<file path="config.mk">
export PLATFORM = sky130hd
export DESIGN_NAME = ipi_dispatch
export DESIGN_NICKNAME = d
export VERILOG_FILES = /design/src/rtl/ipi_pkg.sv /design/src/rtl/ipi_target_mask.sv /design/src/rtl/ipi_action.sv /design/src/rtl/ipi_dispatch.sv
export SDC_FILE = /design/constraint.sdc
export NUM_CORES = 1
export LEC_CHECK = 0
export ABC_AREA = 0
export BUFFER_PORTS_ARGS = -buffer_cell sky130_fd_sc_hd__clkbuf_2
export CAP_MARGIN = 5
export CORE_AREA = 10 10 177 179
export CTS_CLUSTER_SIZE = 8
export DETAILED_ROUTE_END_ITERATION = 8
export DIE_AREA = 0 0 187 189
export PLACE_DENSITY_LB_ADDON = 0.12
export SETUP_SLACK_MARGIN = 0.02
export SLEW_MARGIN = 20
export SYNTH_ARGS = -nofsm -noshare
export SYNTH_HDL_FRONTEND = slang
export SYNTH_HIERARCHICAL = 1
export SYNTH_SLANG_ARGS = --single-unit
export TNS_END_PERCENT = 30
</file>
<file path="constraint.sdc">
create_clock -name clk -period 5.2 [get_ports clk]
set_input_delay 0.26 -clock clk [delete_from_list [all_inputs] [get_ports clk]]
set_output_delay 0.26 -clock clk [all_outputs]
set_load 0.005 [all_outputs]
</file>
<file path="src/rtl/ipi_pkg.sv">
package ipi_pkg;
  localparam int ID_W = 8;

  localparam logic [2:0] DM_FIXED  = 3'd0;
  localparam logic [2:0] DM_LOWEST = 3'd1;
  localparam logic [2:0] DM_INIT   = 3'd5;
  localparam logic [2:0] DM_START  = 3'd6;

  typedef enum logic [1:0] {
    SH_FIELD  = 2'd0,
    SH_SELF   = 2'd1,
    SH_ALL    = 2'd2,
    SH_OTHERS = 2'd3
  } shorthand_e;

  typedef struct packed {
    shorthand_e shorthand;
    logic       logical;
    logic [2:0] mode;
    logic [7:0] vec;
  } lo_cmd_t;

  function automatic lo_cmd_t decode_lo(input logic [31:0] w);
    lo_cmd_t c;
    c.shorthand = shorthand_e'(w[19:18]);
    c.logical   = w[11];
    c.mode      = w[10:8];
    c.vec       = w[7:0];
    return c;
  endfunction

  function automatic logic [ID_W-1:0] decode_hi(input logic [31:0] w);
    return w[31:24];
  endfunction

  function automatic logic [15:0] start_selector(input logic [7:0] v);
    return {v, 8'h00};
  endfunction

  function automatic logic [19:0] start_segbase(input logic [7:0] v);
    return {v, 12'h000};
  endfunction
endpackage

</file>
<file path="src/rtl/ipi_target_mask.sv">
module ipi_target_mask
  import ipi_pkg::*;
#(
  parameter int NUM_CPU = 32
) (
  input  shorthand_e                 shorthand,
  input  logic                       logical,
  input  logic [ID_W-1:0]            dest,
  input  logic [ID_W-1:0]            self_id,
  input  logic [NUM_CPU*ID_W-1:0]    logical_ids,
  output logic [NUM_CPU-1:0]         mask
);
  logic [NUM_CPU-1:0] phys_hit, log_hit, self_hit;
  logic               dest_bcast;

  assign dest_bcast = (dest == {ID_W{1'b1}});

  for (genvar i = 0; i < NUM_CPU; i++) begin : g_cpu
    assign phys_hit[i] = dest_bcast || (dest == ID_W'(i));
    assign log_hit[i]  = |(dest & logical_ids[i*ID_W +: ID_W]);
    assign self_hit[i] = (self_id == ID_W'(i));
  end

  always_comb begin
    unique case (shorthand)
      SH_FIELD:  mask = logical ? log_hit : phys_hit;
      SH_SELF:   mask = self_hit;
      SH_ALL:    mask = {NUM_CPU{1'b1}};
      SH_OTHERS: mask = ~self_hit;
      default:   mask = '0;
    endcase
  end
endmodule

</file>
<file path="src/rtl/ipi_action.sv">
module ipi_action
  import ipi_pkg::*;
#(
  parameter int NUM_CPU = 32
) (
  input  logic               clk,
  input  logic               rst_n,
  input  logic               fire,
  input  logic [2:0]         mode,
  input  logic [7:0]         vec,
  input  logic [NUM_CPU-1:0] mask,
  input  logic [NUM_CPU-1:0] halted,
  output logic [NUM_CPU-1:0] init_pulse,
  output logic [NUM_CPU-1:0] start_pulse,
  output logic [15:0]        start_sel,
  output logic [19:0]        start_base
);
  logic is_init, is_start;
  assign is_init  = fire && (mode == DM_INIT);
  assign is_start = fire && (mode == DM_START);

  always_ff @(posedge clk or negedge rst_n) begin
    if (!rst_n) begin
      init_pulse  <= '0;
      start_pulse <= '0;
      start_sel   <= '0;
      start_base  <= '0;
    end else begin
      init_pulse  <= is_init  ? mask : '0;
      start_pulse <= is_start ? (mask & halted) : '0;
      if (is_start) begin
        start_sel  <= start_selector(vec);
        start_base <= start_segbase(vec);
      end
    end
  end

  assert_init_single_R8: assert property (@(posedge clk) disable iff (!rst_n)
    !$past(fire) |-> (init_pulse == '0) && (start_pulse == '0));
  assert_start_halted_R9: assert property (@(posedge clk) disable iff (!rst_n)
    fire |=> ((start_pulse & ~$past(halted)) == '0));
  assert_other_modes_R12: assert property (@(posedge clk) disable iff (!rst_n)
    fire && (mode != DM_INIT) && (mode != DM_START) |=>
      (init_pulse == '0) && (start_pulse == '0));
  assert_sel_base_R10: assert property (@(posedge clk) disable iff (!rst_n)
    (start_pulse != '0) |-> (start_base == {start_sel, 4'h0}));
endmodule

</file>
<file path="src/rtl/ipi_dispatch.sv">
module ipi_dispatch
  import ipi_pkg::*;
#(
  parameter int NUM_CPU = 32
) (
  input  logic                    clk,
  input  logic                    rst_n,
  input  logic                    hi_wr,
  input  logic                    lo_wr,
  input  logic [31:0]             wdata,
  input  logic [7:0]              self_id,
  input  logic [NUM_CPU*8-1:0]    logical_ids,
  input  logic [NUM_CPU-1:0]      halted,
  output logic [NUM_CPU-1:0]      target_mask,
  output logic [2:0]              dlv_mode,
  output logic [7:0]              vector,
  output logic                    dispatch_valid,
  output logic [NUM_CPU-1:0]      init_pulse,
  output logic [NUM_CPU-1:0]      start_pulse,
  output logic [15:0]             start_sel,
  output logic [19:0]             start_base
);
  logic [ID_W-1:0]    dest_q;
  lo_cmd_t            cmd;
  logic [ID_W-1:0]    dest_eff;
  logic [NUM_CPU-1:0] mask_next;

  assign cmd      = decode_lo(wdata);
  assign dest_eff = (cmd.mode == DM_LOWEST) ? self_id : dest_q;

  always_ff @(posedge clk or negedge rst_n) begin
    if (!rst_n) dest_q <= '0;
    else if (hi_wr) dest_q <= decode_hi(wdata);
  end

  ipi_target_mask #(.NUM_CPU(NUM_CPU)) u_mask (
    .shorthand   (cmd.shorthand),
    .logical     (cmd.logical),
    .dest        (dest_eff),
    .self_id     (self_id),
    .logical_ids (logical_ids),
    .mask        (mask_next)
  );

  always_ff @(posedge clk or negedge rst_n) begin
    if (!rst_n) begin
      target_mask    <= '0;
      dlv_mode       <= '0;
      vector         <= '0;
      dispatch_valid <= 1'b0;
    end else begin
      dispatch_valid <= lo_wr;
      if (lo_wr) begin
        target_mask <= mask_next;
        dlv_mode    <= cmd.mode;
        vector      <= cmd.vec;
      end
    end
  end

  ipi_action #(.NUM_CPU(NUM_CPU)) u_action (
    .clk         (clk),
    .rst_n       (rst_n),
    .fire        (lo_wr),
    .mode        (cmd.mode),
    .vec         (cmd.vec),
    .mask        (mask_next),
    .halted      (halted),
    .init_pulse  (init_pulse),
    .start_pulse (start_pulse),
    .start_sel   (start_sel),
    .start_base  (start_base)
  );

  assert_hi_only_R1: assert property (@(posedge clk) disable iff (!rst_n)
    hi_wr && !lo_wr |=> !dispatch_valid && $stable(target_mask));
  assert_all_R5: assert property (@(posedge clk) disable iff (!rst_n)
    lo_wr && (cmd.shorthand == SH_ALL) |=> (target_mask == {NUM_CPU{1'b1}}));
  assert_others_R6: assert property (@(posedge clk) disable iff (!rst_n)
    lo_wr && (cmd.shorthand == SH_OTHERS) |=>
      (((NUM_CPU'(1) << $past(self_id)) & target_mask) == '0));
  assert_valid_pulse_R11: assert property (@(posedge clk) disable iff (!rst_n)
    dispatch_valid |-> $past(lo_wr));
  assert_init_in_mask_R8: assert property (@(posedge clk) disable iff (!rst_n)
    (init_pulse & ~target_mask) == '0);
endmodule

</file>
==> summary.log <==
INFO  floorplan      start_util=26.3%
INFO  synth          synth_xor_xnor_area_share=3.85%
INFO  synth          synth.yosys.seq_area_share=42.6%
INFO  synth          synth_compound_gate_area_share=20.8%
INFO  synth          async_flop_share=100%
INFO  worst_setup_path setup.worst_path.end_class=flip-flop
INFO  clock_tree     cts-buffers-inserted=17
INFO  drt            drtPass1Iterations=9
INFO  power          power.leakage=5.18nW
INFO  clock_tree     cts_max_level=4
INFO  drt            via_count=7339
INFO  power          irDropWorstVdd=0.183mV
INFO  worst_setup_path crit_path_start_kind=input port
INFO  sta            fin_crit=3290ps
INFO  clock_tree     tritoncts=built
INFO  worst_setup_path worstSetupPathType=in2reg
INFO  global_route   groute.usage.overall=19.6%
INFO  sta            worst_slew_pin_tran=1010ps
INFO  clock_tree     path_clk_slew=60ps
INFO  sta            timing.final.crit_share=63.2%
INFO  layout         n_fill_cell=2901
INFO  floorplan      die_width=187um
INFO  drt            vias_per_cell=5.00
INFO  clock_tree     clk_latency=420ps
INFO  layout         synthToLayoutAreaGrowth=40.3%
INFO  layout         final_common_cell=sky130_fd_sc_hd__clkbuf_2
INFO  power          finalPower=2.98mW
INFO  hold_path      hp-class=in2reg
INFO  layout         antennaDiodeCount=0
INFO  floorplan      core_area=0.0276mm2
INFO  floorplan      row_count=61
INFO  global_route   via_count_of_the_first_global_routing_pass=7904
INFO  global_route   grt_pass1_wl=52900um
INFO  synth          postSynthRegisterBits=124
INFO  sta            finalHoldViolations=0
INFO  drt            postRouteWirelength=36200um
INFO  drt            drt_first_iter_violations=534
INFO  clock_tree     post_cts.resized_instances=0
INFO  placement      place.gp.congestion=0.871
INFO  synth          synthAdderAreaFrac=0%
INFO  global_route   grt_overflow=0
INFO  synth          netlist_instances=683
INFO  sta            fin_skew=15.4ps
INFO  placement      place.port_buffers=445
INFO  sta            maxSlewHeadroom=32.6%
INFO  drt            avgRoutedWirePerCell=24.7um
INFO  worst_setup_path arrival_time_worst_endpoint=3640ps
INFO  worst_setup_path critical_path.cell_chain=clkbuf_2 > nor3b_4 > mux2_2 > nand4_1 > o21bai_2 > buf_4 > a21oi_1 > o21ai_0 > and3_2
INFO  placement      place_hpwl=28600um
INFO  synth          synth_simple_gate_area_share=14.5%
INFO  worst_setup_path max_incr_delay_on_cp=820ps
INFO  synth          syn-cell-area=0.00728mm2
INFO  floorplan      num_io_pins=476
INFO  synth          ys_warn_count=6
INFO  power          power.density=292mW/mm2
INFO  sta            setup-tns-final=0ps
INFO  layout         fin_nets=1409
INFO  synth          synth.mux.area_fraction=10.8%
INFO  clock_tree     cts_root_buf=sky130_fd_sc_hd__clkbuf_16
INFO  global_route   antenna_violations_before_repair=0
INFO  synth          postSynthAreaPerCell=10.7um2
INFO  drt            antenna_violating_nets_post_route=0
INFO  floorplan      die_h=189um
INFO  layout         layout-drive-gt1-share=54.6%
INFO  job            drv_cap=0
INFO  synth          main_combinational_cell_family_by_area_after_synthesis=compound AO/OA/AOI/OAI gates
INFO  worst_setup_path crit_fanout=35
INFO  worst_setup_path crit_path_top_delay_cell=sky130_fd_sc_hd__mux2_2
INFO  sta            slew_viol_final=0
INFO  clock_tree     cts-root-to-sink-buffers=2
INFO  sta            max_clock_freq=304MHz
INFO  global_route   largest_net_degree_at_the_start_of_global_routing=83
INFO  sta            timing.final.setup_violations=0
INFO  drt            drcViolationCount=2
INFO  status         outcome=complete, but fails checks
INFO  synth          post_synth_num_cell_types=43
INFO  floorplan      die_area=0.0353mm2
INFO  status         failed_checks=DRC
INFO  sta            rsz0062_at_grt=no
INFO  clock_tree     clock_sinks=124
INFO  worst_setup_path critPathRequiredTime=5550ps
INFO  layout         commonest_cells_after_routing_fill_and_taps_aside=sky130_fd_sc_hd__clkbuf_2, sky130_fd_sc_hd__dfrtp_1, sky130_fd_sc_hd__mux2_2
INFO  synth          synth_enable_flop_cells=0
INFO  synth          ys.flop_type=sky130_fd_sc_hd__dfrtp_1
==> metrics by stage <==
step                      instances  instance area [um2]  hold WS (ps)  utilization [%]  setup WS, ps
after floorplan                 702                 7350         -35.6                -          2790
after global placement         1435                 9590           487             34.7          1470
after detailed placement       1435                 9590           494             34.7          1420
after CTS                      1466                10200          45.5             36.9          1860
after global routing           1467                10200          58.8             37.0          1610
final                          1467                10200          69.3             37.0          1910
==> flip-flops by register name, indices dropped and copies added, names as in the netlist <==
name and cells:
u_action/init_pulse 32, dest_q 8, u_action/start_pulse 32, u_action/start_base 8, target_mask 32, dlv_mode 3, dispatch_valid 1, vector 8
==> cell families after synthesis <==
kind of cell / Yosys count
XOR/XNOR: 32
multiplexers: 67
AO/OA/AOI/OAI: 191
AND/OR/NAND/NOR: 169
buffers and inverters: 99
other: 1
flip-flops: 124
==> area by class of cell <==
type | instances | area, um2 | share of cell area, %
repair buffers | 455 | 2310 | 22.6
well taps | 378 | 473 | 4.63
clock buffers | 21 | 470 | 4.61
flip-flops and latches | 124 | 3100 | 30.4
clock inverters | 10 | 139 | 1.36
multi-input cells | 479 | 3710 | 36.4
==> timing repair <==
item / in CTS / in global routing
hold buffers: 0 / 1
buffers inserted: 0 / 0
endpoints found under the hold margin: 0 / 67
==> path summary, 6_finish.rpt <==
| kind | startpoint | endpoint | slack (ps) | cells after the start |
|---|---|---|---|---|
| max | wdata[9] | u_action/start_pulse[16] | 1910 | 9 |
| max reg2reg | dest_q[5] | u_action/start_pulse[16] | 2140 | 7 |
| max in group asynchronous | rst_n | u_action/start_pulse[0] | 3650 | 3 |
| min | wdata[31] | dest_q[7] | 70 | 2 |
| min in group asynchronous | rst_n | u_action/start_base[12] | 420 | 2 |
| min reg2reg | dest_q[5] | dest_q[5] | 500 | 1 |
==> worst max-delay path: cells and delay by family <==
kind,cells,cell delay (ps)
compound gates,3,1120
simple gates,3,940
mux,1,820
buf+inv,2,460
==> where the power goes <==
| group | switching, mW | internal (mW) | leakage, nW |
|---|---|---|---|
| Combinational | 0.385 | 0.308 | 3.31 |
| Sequential | 0.0341 | 1.03 | 1.58 |
| Clock | 0.433 | 0.789 | 0.288 |
==> Yosys cell counts (2+ instances only) <==
library cell	number	area [um2]
sky130_fd_sc_hd__clkbuf_2	3	15.0
sky130_fd_sc_hd__and2_1	31	194
sky130_fd_sc_hd__buf_6	2	22.5
sky130_fd_sc_hd__xor2_1	32	280
sky130_fd_sc_hd__nor2b_1	8	50.1
sky130_fd_sc_hd__and3_1	3	18.8
sky130_fd_sc_hd__o21ai_1	21	105
sky130_fd_sc_hd__o22ai_1	2	12.5
sky130_fd_sc_hd__a41o_1	30	300
sky130_fd_sc_hd__mux2_2	59	664
sky130_fd_sc_hd__nand4_1	10	62.6
sky130_fd_sc_hd__and3b_1	2	17.5
sky130_fd_sc_hd__nor3_4	2	32.5
sky130_fd_sc_hd__nor3b_4	2	37.5
sky130_fd_sc_hd__a22o_1	30	263
sky130_fd_sc_hd__and3_2	30	225
sky130_fd_sc_hd__a222oi_1	32	320
sky130_fd_sc_hd__clkbuf_1	49	184
sky130_fd_sc_hd__a221oi_1	30	263
sky130_fd_sc_hd__nand2_1	38	143
sky130_fd_sc_hd__mux2_4	8	120
sky130_fd_sc_hd__buf_2	15	75.1
sky130_fd_sc_hd__dfrtp_1	124	3100
sky130_fd_sc_hd__o21ai_0	11	55.1
sky130_fd_sc_hd__a22oi_1	4	30.0
sky130_fd_sc_hd__a21oi_1	24	120
sky130_fd_sc_hd__nor2_1	7	26.3
sky130_fd_sc_hd__nand3_1	26	130
sky130_fd_sc_hd__buf_4	29	218
sky130_fd_sc_hd__a31oi_1	6	37.5
==> per-layer routing <==
layer	vias to the layer above	wire length, um	track usage, %
met5	-	0	0
met3	46	2800	6.05
li1	3356	-	-
met1	3568	14400	23.0
met4	0	840	5.86
met2	369	18200	33.7
Power figures use the tool's default switching activity.
